## src/rtl/match_timer_pkg.sv

```systemverilog
package match_timer_pkg;
  localparam int unsigned BUS_W = 32;
  localparam int unsigned OFF_W = 3;
  localparam logic [OFF_W-1:0] OFF_STAT = 3'd3;
  localparam logic [OFF_W-1:0] OFF_IEN  = 3'd4;
  localparam logic [OFF_W-1:0] OFF_MODE = 3'd5;
  localparam logic [OFF_W-1:0] OFF_CAPT = 3'd6;
endpackage

```

## src/rtl/match_timer_cmp.sv

```systemverilog
module match_timer_cmp #(
  parameter int unsigned CNT_W = 32
) (
  input  logic             clk_i,
  input  logic             rst_ni,
  input  logic             we_i,
  input  logic [CNT_W-1:0] wdata_i,
  input  logic             clr_i,
  input  logic             run_i,
  input  logic [CNT_W-1:0] cnt_i,
  output logic [CNT_W-1:0] match_o,
  output logic             hit_o,
  output logic             stat_o
);
  logic [CNT_W-1:0] match_q;
  logic             stat_q;

  assign hit_o   = run_i && (cnt_i == match_q);
  assign match_o = match_q;
  assign stat_o  = stat_q;

  always_ff @(posedge clk_i or negedge rst_ni) begin
    if (!rst_ni) begin
      match_q <= '1;
      stat_q  <= 1'b0;
    end else begin
      if (we_i) match_q <= wdata_i;
      // a hit overrides a clear in the same cycle
      stat_q <= (stat_q && !clr_i) || hit_o;
    end
  end
endmodule

```

## src/rtl/match_timer_chan.sv

```systemverilog
module match_timer_chan import match_timer_pkg::*; #(
  parameter int unsigned CNT_W   = 32,
  parameter int unsigned N_MATCH = 3   // at most 3: offsets 0..2
) (
  input  logic               clk_i,
  input  logic               rst_ni,
  input  logic               run_i,
  input  logic               start_i,
  input  logic               wr_i,
  input  logic [OFF_W-1:0]   off_i,
  input  logic [BUS_W-1:0]   wdata_i,
  output logic [BUS_W-1:0]   rdata_o,
  output logic [CNT_W-1:0]   cnt_o,
  output logic [N_MATCH-1:0] stat_o,
  output logic               periodic_o,
  output logic               irq_o
);
  logic [CNT_W-1:0]              cnt_q, cap_q;
  logic [N_MATCH-1:0]            ien_q, hit_w, stat_w;
  logic                          periodic_q;
  logic [N_MATCH-1:0][CNT_W-1:0] match_w;

  for (genvar m = 0; m < N_MATCH; m++) begin : g_cmp
    match_timer_cmp #(.CNT_W(CNT_W)) u_cmp (
      .clk_i  (clk_i),
      .rst_ni (rst_ni),
      .we_i   (wr_i && (off_i == OFF_W'(m))),
      .wdata_i(wdata_i[CNT_W-1:0]),
      .clr_i  (wr_i && (off_i == OFF_STAT) && wdata_i[m]),
      .run_i  (run_i),
      .cnt_i  (cnt_q),
      .match_o(match_w[m]),
      .hit_o  (hit_w[m]),
      .stat_o (stat_w[m])
    );
  end

  always_ff @(posedge clk_i or negedge rst_ni) begin
    if (!rst_ni) begin
      cnt_q      <= '0;
      cap_q      <= '0;
      ien_q      <= '0;
      periodic_q <= 1'b0;
    end else begin
      if (start_i)                          cnt_q <= '0;
      else if (run_i && periodic_q && hit_w[0]) cnt_q <= '0;
      else if (run_i)                       cnt_q <= cnt_q + 1'b1;
      if (wr_i && off_i == OFF_IEN)  ien_q      <= wdata_i[N_MATCH-1:0];
      if (wr_i && off_i == OFF_MODE) periodic_q <= wdata_i[0];
      if (wr_i && off_i == OFF_CAPT && wdata_i[0]) cap_q <= cnt_q;
    end
  end

  always_comb begin
    rdata_o = '0;
    case (off_i)
      OFF_STAT: rdata_o = BUS_W'(stat_w);
      OFF_IEN:  rdata_o = BUS_W'(ien_q);
      OFF_MODE: rdata_o = BUS_W'(periodic_q);
      OFF_CAPT: rdata_o = BUS_W'(cap_q);
      default: begin
        for (int m = 0; m < N_MATCH; m++)
          if (off_i == OFF_W'(m)) rdata_o = BUS_W'(match_w[m]);
      end
    endcase
  end

  assign cnt_o      = cnt_q;
  assign stat_o     = stat_w;
  assign periodic_o = periodic_q;
  assign irq_o      = |(stat_w & ien_q);
endmodule

```

## src/rtl/match_timer.sv

```systemverilog
module match_timer import match_timer_pkg::*; #(
  parameter int unsigned N_TMR   = 3,
  parameter int unsigned N_MATCH = 3,
  parameter int unsigned CNT_W   = 32,
  parameter int unsigned ADDR_W  = 8
) (
  input  logic              clk_i,
  input  logic              rst_ni,
  input  logic [ADDR_W-1:0] addr_i,
  input  logic [BUS_W-1:0]  wdata_i,
  input  logic              wr_i,
  input  logic              rd_i,
  output logic [BUS_W-1:0]  rdata_o,
  output logic [N_TMR-1:0]  irq_o
);
  localparam int unsigned       SEL_W   = ADDR_W - OFF_W;
  localparam int unsigned       CH_BASE = 2;  // timer t at 0x10 + 8t
  localparam logic [ADDR_W-1:0] EN_ADDR = '0;

  logic [N_TMR-1:0]              en_q, start_w, ch_sel, periodic_w;
  logic [N_TMR-1:0][CNT_W-1:0]   cnt_w;
  logic [N_TMR-1:0][N_MATCH-1:0] stat_w;
  logic [N_TMR-1:0][BUS_W-1:0]   ch_rdata;
  logic [BUS_W-1:0]              rd_mux, rdata_q;
  logic                          en_wr;

  assign en_wr   = wr_i && (addr_i == EN_ADDR);
  assign start_w = {N_TMR{en_wr}} & wdata_i[N_TMR-1:0] & ~en_q;

  for (genvar t = 0; t < N_TMR; t++) begin : g_ch
    assign ch_sel[t] = (addr_i[ADDR_W-1:OFF_W] == SEL_W'(CH_BASE + t));
    match_timer_chan #(.CNT_W(CNT_W), .N_MATCH(N_MATCH)) u_chan (
      .clk_i     (clk_i),
      .rst_ni    (rst_ni),
      .run_i     (en_q[t]),
      .start_i   (start_w[t]),
      .wr_i      (wr_i && ch_sel[t]),
      .off_i     (addr_i[OFF_W-1:0]),
      .wdata_i   (wdata_i),
      .rdata_o   (ch_rdata[t]),
      .cnt_o     (cnt_w[t]),
      .stat_o    (stat_w[t]),
      .periodic_o(periodic_w[t]),
      .irq_o     (irq_o[t])
    );
  end

  always_comb begin
    rd_mux = '0;
    if (addr_i == EN_ADDR) rd_mux = BUS_W'(en_q);
    for (int t = 0; t < N_TMR; t++)
      if (ch_sel[t]) rd_mux = ch_rdata[t];
  end

  always_ff @(posedge clk_i or negedge rst_ni) begin
    if (!rst_ni) begin
      en_q    <= '0;
      rdata_q <= '0;
    end else begin
      if (en_wr) en_q    <= wdata_i[N_TMR-1:0];
      if (rd_i)  rdata_q <= rd_mux;
    end
  end

  assign rdata_o = rdata_q;
endmodule

```

## config.mk

```make
export PLATFORM = sky130hd
export DESIGN_NAME = match_timer
export DESIGN_NICKNAME = d
export VERILOG_FILES = /design/src/rtl/match_timer_pkg.sv /design/src/rtl/match_timer_cmp.sv /design/src/rtl/match_timer_chan.sv /design/src/rtl/match_timer.sv
export SDC_FILE = /design/constraint.sdc
export NUM_CORES = 1
export LEC_CHECK = 0
export ABC_CLOCK_PERIOD_IN_PS = 3800
export BUFFER_PORTS_ARGS = -buffer_cell sky130_fd_sc_hd__buf_2
export CAP_MARGIN = 20
export CORE_ASPECT_RATIO = 0.8
export CORE_UTILIZATION = 50
export CTS_BUF_LIST = sky130_fd_sc_hd__clkbuf_4 sky130_fd_sc_hd__clkbuf_8
export DETAILED_ROUTE_END_ITERATION = 7
export PLACE_DENSITY = 0.66
export SLEW_MARGIN = 20
export SYNTH_ARGS = -nofsm -noshare
export SYNTH_HDL_FRONTEND = slang
export SYNTH_SLANG_ARGS = --single-unit
```

## constraint.sdc

```tcl
create_clock -name clk_i -period 3.8 [get_ports clk_i]
set_clock_uncertainty 0.1 [all_clocks]
set_input_delay 0.76 -clock clk_i [delete_from_list [all_inputs] [get_ports clk_i]]
set_output_delay 0.76 -clock clk_i [all_outputs]
set_load 0.01 [all_outputs]
```

==> results_dict.tcl, run 1 <==
set metrics [dict create \
    row_count 79 \
    async_flop_share 1.00 \
    tns_ns 0 \
    cp_slowest_cell "nor4_1" \
    grt_use_met3 0.110 \
    fmax_mhz 281 \
    synth_seq_cells 536 \
    cts_resized 0 \
    worst_setup_path_start_kind "flop" \
    viasPerCell 6.39 \
    port_buffers 78 \
    avgRoutedWirePerCell_um 28.1 \
    grt_max_degree 95 \
    final_cell_mix "mux2_2 (395), dfstp_2 (288), dfrtp_1 (248)" \
    power_mw 17.5 \
    peakVddDrop_uv 330 \
    layout_min_cycle_time_ns 3.56 \
    antenna_found_initial 5 \
    synth_area_um2 29400 \
    setup_violations 0 \
    core-area_um2 58100 \
    cts_tree "built" \
    synth_edf_count 0 \
    drtAntennaViolNets 0 \
    io_pins 79 \
    initial_utilization 0.505 \
    synth.avg_cell_area_um2 11.0 \
    worstMarginPinSlew_ns 0.890 \
    clock_sinks 536 \
    ys_warn_count 0 \
    root_buffer "clkbuf_8" \
    dieArea_um2 59700 \
    clk_pin_slew_ns 0.06 \
    syn_nets 2705 \
    areaGrowthSynthToFinish_pct 10.7 \
    path_class "flop to flop" \
    post-route-period-util 0.936 \
    clk_path_buf_depth 3 \
    synth_area_leaders "dfstp_2 (26%), dfrtp_1 (21%), mux2_2 (15%)" \
    first_iter_violations 2441 \
    ys_types 73 \
    status "completed" \
    worstPathMaxFanout 26 \
    drc_errors 0 \
    drtPass1Iterations 8 \
    crit_chain "xnor2_1 -> nand4_1 -> nor4_1 -> a41oi_4 -> inv_1 -> o311ai_0" \
    use_met1 0.476 \
    grt_busiest_layer "met2" \
    overflow 0 \
    finalHoldViolCount 0 \
    arrival_ns 4.00 \
    cts_made_buffers 90 \
    num_vias 22600 \
    max_stage_delay_ns 0.70 \
    yosysTopAreaCell "dfstp_2" \
    r2r_start "g_ch[0].u_chan.cnt_o[13]$_DFFE_PN0P_" \
    grt_pass1_vias 21900 \
    clock_latency_ns 0.71 \
    required_ns 4.24 \
    drv_slew 0 \
    rsz0062_at_grt "no" \
    fin_util 0.559 \
    met2_usage 0.482 \
    synth_top_area_frac 0.258 \
    maxCapViolations 0 \
    synth_ff_type "dfstp_2" \
    drive_gt1_frac 0.386 \
    final_common_cell "mux2_2" \
    yosysSeqAreaShare 0.469 \
    dp_hpwl_um 70700 \
    gp_congestion 0.978 \
    grt_pass1_wl_um 148000 \
    power.density_nw_per_um2 539 \
    synth_cells 2658 \
    min-delay-start "wdata_i[0]" \
    die_w_um 273 \
    end_kind "flop" \
    antenna_cells 0 \
    cts_setup_buffers 0 \
    crit_start "g_ch[0].u_chan.cnt_o[13]$_DFFE_PN0P_" \
    fin_nets 2739 \
    grt_usage 0.336 \
    htree_levels 3 \
    min_path_type "input pin to flop" \
    hold_slack_ns 0.333 \
    die_y_um 219 \
    wl_um 99300 \
    leakage_nw 13.7 \
    relSlewSlack 0.402 \
]
-- Yosys cell counts, drive strengths merged, types with 32 or more instances --
library cell,count
o22ai,87
nand4,82
a21oi,76
buf,159
nor3,55
dfstp,288
inv,59
mux2,395
xnor2,191
nor4,32
clkbuf,85
mux2i,133
nand2,164
nand3,82
xor2,91
dfrtp,248
o21ai,112
nor2,52
-- per-layer routing --
layer	up-vias	routed length, µm
met4	2	3360
met5	-	13
met1	11600	43000
li1	9715	-
met2	1079	42100
met3	173	10700
-- state kept, by name (all words and copies together), names as in the netlist --
signal                           flops
en_q                                 3
g_ch.u_chan.periodic_o               3
g_ch.u_chan.ien_q                    9
rdata_o                             32
g_ch.u_chan.cap_q                   96
g_ch.u_chan.g_cmp.u_cmp.stat_o       9
g_ch.u_chan.g_cmp.u_cmp.match_o    288
g_ch.u_chan.cnt_o                   96
-- area by class of cell --
cell class / count / area (µm²)
Fill cell: 4982 / 25600
Multi-Input combinational cell: 1819 / 14200
Timing Repair Buffer: 186 / 1420
Sequential cell: 536 / 13800
Clock inverter: 8 / 60.1
Clock buffer: 158 / 1830
Tap cell: 769 / 962
Inverter: 59 / 221
-- worst paths after layout --
check / slack, ns / to / cells after the start
worst max-delay path: 0.24 / g_ch[0].u_chan.cnt_o[13]$_DFFE_PN0P_ / 6
worst min-delay path: 0.33 / en_q[0]$_DFFE_PN0N_ / 3
worst max register to register: 0.24 / g_ch[0].u_chan.cnt_o[13]$_DFFE_PN0P_ / 6
worst min register to register: 0.39 / g_ch[1].u_chan.cap_q[28]$_DFFE_PN0P_ / 2
max in group asynchronous: 2.07 / g_ch[2].u_chan.cap_q[20]$_DFFE_PN0P_ / 3
min in group asynchronous: 0.51 / rdata_o[15]$_DFFE_PN0P_ / 2
-- report_power, final --
| group | switching [mW] | total [mW] | internal, mW |
|---|---|---|---|
| clock network | 2.45 | 5.46 | 3.01 |
| registers | 1.22 | 7.67 | 6.44 |
| logic | 2.60 | 4.40 | 1.80 |
| total | 6.27 | 17.5 | 11.3 |
-- stage by stage --
step,setup WS (ns),std cells,cell area (µm²)
after floorplan,1.26,2658,29400
after global placement,0.303,3368,30600
after detailed placement,0.343,3368,30600
after CTS,0.379,3535,32500
after global routing,0.0731,3535,32500
final,0.245,3535,32500
-- worst max-delay path: cells and delay by family, from the launching register on --
kind | cells | cell delay, ns
AND/OR/NAND/NOR | 2 | 0.97
AO/OA/AOI/OAI | 2 | 0.81
buffers and inverters | 1 | 0.56
flip-flops | 1 | 0.49
XOR/XNOR | 1 | 0.44
-- repair_timing --
| action | CTS | global route |
|---|---|---|
| endpoints found under the setup margin | 0 | 0 |
| endpoints found under the hold margin | 19 | 0 |
| hold buffers | 1 | 0 |
-- kinds of logic (layout without fill, tap and decap cells) --
| group | Yosys count | after routing | synth area share |
|---|---|---|---|
| AOI/OAI and AO/OA | 452 | 452 | 0.100 |
| xor gates and xnor gates | 282 | 282 | 0.0841 |
| adders and majority gates | 3 | 3 | 0.00128 |
| buffers and inverters | 303 | 411 | 0.0483 |
| DFF | 536 | 536 | 0.469 |
| muxes | 531 | 531 | 0.199 |
| and+or+nand+nor | 551 | 551 | 0.0981 |
(Power assumes the default switching activity.)
==> inputs of run 2 (changes only) <==
--- a/config.mk
+++ b/config.mk
@@ -12,7 +12,7 @@
 export CORE_UTILIZATION = 50
 export CTS_BUF_LIST = sky130_fd_sc_hd__clkbuf_4 sky130_fd_sc_hd__clkbuf_8
 export DETAILED_ROUTE_END_ITERATION = 7
-export PLACE_DENSITY = 0.66
+export PLACE_DENSITY = 0.73
 export SLEW_MARGIN = 20
 export SYNTH_ARGS = -nofsm -noshare
 export SYNTH_HDL_FRONTEND = slang
==> run 2 against run 1 <==
  * First-iteration DRC count increased by 12%
  * Clock power up 0.9%
  * Via count is 0.30% higher
  * Utilization decreased by 0.14 points
  * Critical path type unchanged
  * Highest routed layer unchanged
==> results_dict.tcl, run 2 (synthesis gave the netlist of run 1 again) <==
set metrics [dict create \
    status "completed" \
    io_pins 79 \
    row_count 79 \
    final_cells 3529 \
    viasPerCell 6.42 \
    gp_congestion 0.966 \
    initial_utilization 0.505 \
    clock_sinks 536 \
    largest_reg_flops 288 \
    power.density_nw_per_um2 541 \
    drive_gt1_frac 0.384 \
    fin_ws_ns 0.418 \
    path_class "flop to flop" \
    relSlewSlack 0.280 \
    grt_pass1_vias 21900 \
    core-area_um2 58100 \
    worstMarginPinSlew_ns 1.08 \
    fin_nets 2731 \
    holdPathStages 3 \
    maxCapViolations 0 \
    htree_levels 3 \
    reg2reg_setup_slack_ns 0.42 \
    dieArea_um2 59700 \
    rsz0062_at_grt "no" \
    fmax_mhz 296 \
    drv_slew 0 \
    wl_um 98300 \
    dp.cells 3363 \
    grt_pass1_wl_um 146000 \
    final_cell_mix "mux2_2 (395), dfstp_2 (288), dfrtp_1 (248)" \
    dp_hpwl_um 69400 \
    tns_ns 0 \
    drc_errors 0 \
    cts_made_buffers 87 \
    arrival_ns 3.81 \
    end_kind "flop" \
    crit_buf_inv 1 \
    areaGrowthSynthToFinish_pct 10.4 \
    root_buffer "clkbuf_8" \
    grt_usage 0.331 \
    setup_violations 0 \
    post-route-period-util 0.890 \
    cp_slowest_cell "xnor2_1" \
    layout_min_cycle_time_ns 3.38 \
    clk_pin_slew_ns 0.06 \
    cts_setup_buffers 0 \
    hold_end "en_q[0]$_DFFE_PN0N_" \
    place_ws_ns 0.378 \
    avgRoutedWirePerCell_um 27.8 \
    die_w_um 273 \
    crit_start "g_ch[0].u_chan.cnt_o[28]$_DFFE_PN0P_" \
    finalHoldViolCount 0 \
    drtAntennaViolNets 0 \
    r2r_start "g_ch[0].u_chan.cnt_o[28]$_DFFE_PN0P_" \
    path_delay_family "simple AND/OR/NAND/NOR gates" \
    first_iter_violations 2730 \
    grt_max_degree 81 \
    max_stage_delay_ns 0.61 \
    clock_latency_ns 0.69 \
    crit_chain "xnor2_1 -> nand4_1 -> nor4_1 -> a41oi_4 -> inv_1 -> o311ai_0" \
    drtPass1Iterations 6 \
    final_common_cell "mux2_2" \
    leakage_nw 13.6 \
    worstPathMaxFanout 21 \
    num_vias 22600 \
    clk_path_buf_depth 3 \
    r2r_cells 6 \
    worst_setup_path_start_kind "flop" \
    antenna_found_initial 5 \
    die_y_um 219 \
    placed_area_um2 30500 \
    min_path_type "input pin to flop" \
    overflow 0 \
    required_ns 4.22 \
    peakVddDrop_uv 343 \
    design_area_um2 32400 \
    r2r_end "g_ch[0].u_chan.cnt_o[11]$_DFFE_PN0P_" \
    port_buffers 78 \
    min-delay-start "wdata_i[0]" \
    cts_tree "built" \
]
==> run 2: cell count changes in the layout (fill, tap and decap cells not counted), moves of 3 or more <==
cell	change
diode_2	+3
clkbuf_8	+9
buf_12	-6
clkinv_2	+6
clkbuf_4	-19
==> run 2: how the worst max path moves through the flow <==
stage	slack [ns]	depth (start not counted)	endpoint
detailed placement	0.38	7	rdata_o[26]$_DFFE_PN0P_
global placement	0.36	7	rdata_o[23]$_DFFE_PN0P_
global route	0.24	6	g_ch[0].u_chan.cnt_o[5]$_DFFE_PN0P_
floorplan	1.26	8	rdata_o[24]$_DFFE_PN0P_
CTS	0.58	6	g_ch[0].u_chan.cnt_o[11]$_DFFE_PN0P_
finish	0.42	6	g_ch[0].u_chan.cnt_o[11]$_DFFE_PN0P_
==> run 2: area by class of cell <==
type | count | area [µm²]
Tap cell | 769 | 962
Clock buffer | 148 | 1810
Fill cell | 4909 | 25700
Inverter | 59 | 221
Multi-Input combinational cell | 1819 | 14200
Clock inverter | 14 | 108
Sequential cell | 536 | 13800
Timing Repair Buffer | 181 | 1310
Antenna cell | 3 | 7.51
==> run 2: worst register-to-register path, delay by kind of cell (launching register included) <==
kind / cells / cell delay (ns)
AO/OA/AOI/OAI: 2 / 0.70
XOR/XNOR: 1 / 0.61
buffers and inverters: 1 / 0.51
flip-flops: 1 / 0.50
AND/OR/NAND/NOR: 2 / 0.81
==> run 2: per-layer routing <==
metal  up-vias  share of wire  GRT usage
met5         -        0.00010          0
met4         2          0.036      0.118
met3       191           0.12      0.127
met2      1241           0.42      0.464
met1     11500           0.42      0.463
li1       9692              -          -
==> run 2: per-stage QoR <==
| step | util | hold slack [ns] | power (mW) |
|---|---|---|---|
| after floorplan | - | 0.350 | 10.3 |
| after global placement | 0.525 | 0.365 | 11.8 |
| after detailed placement | 0.525 | 0.378 | 11.9 |
| after CTS | 0.558 | 0.306 | 17.4 |
| after global routing | 0.558 | 0.358 | 18.2 |
| final | 0.558 | 0.345 | 17.5 |
==> run 2: report_power, final <==
group	leakage (nW)	total, mW	switching [mW]	internal, mW
Combinational	6.39	4.30	2.51	1.79
Clock	1.02	5.51	2.44	3.07
Sequential	6.24	7.73	1.29	6.44
Total	13.6	17.5	6.25	11.3
==> run 2: repair_timing <==
item,CTS,global route
hold buffers,1,0
resized for setup,0,0
hold endpoints to repair,3,0
setup endpoints to repair,0,0
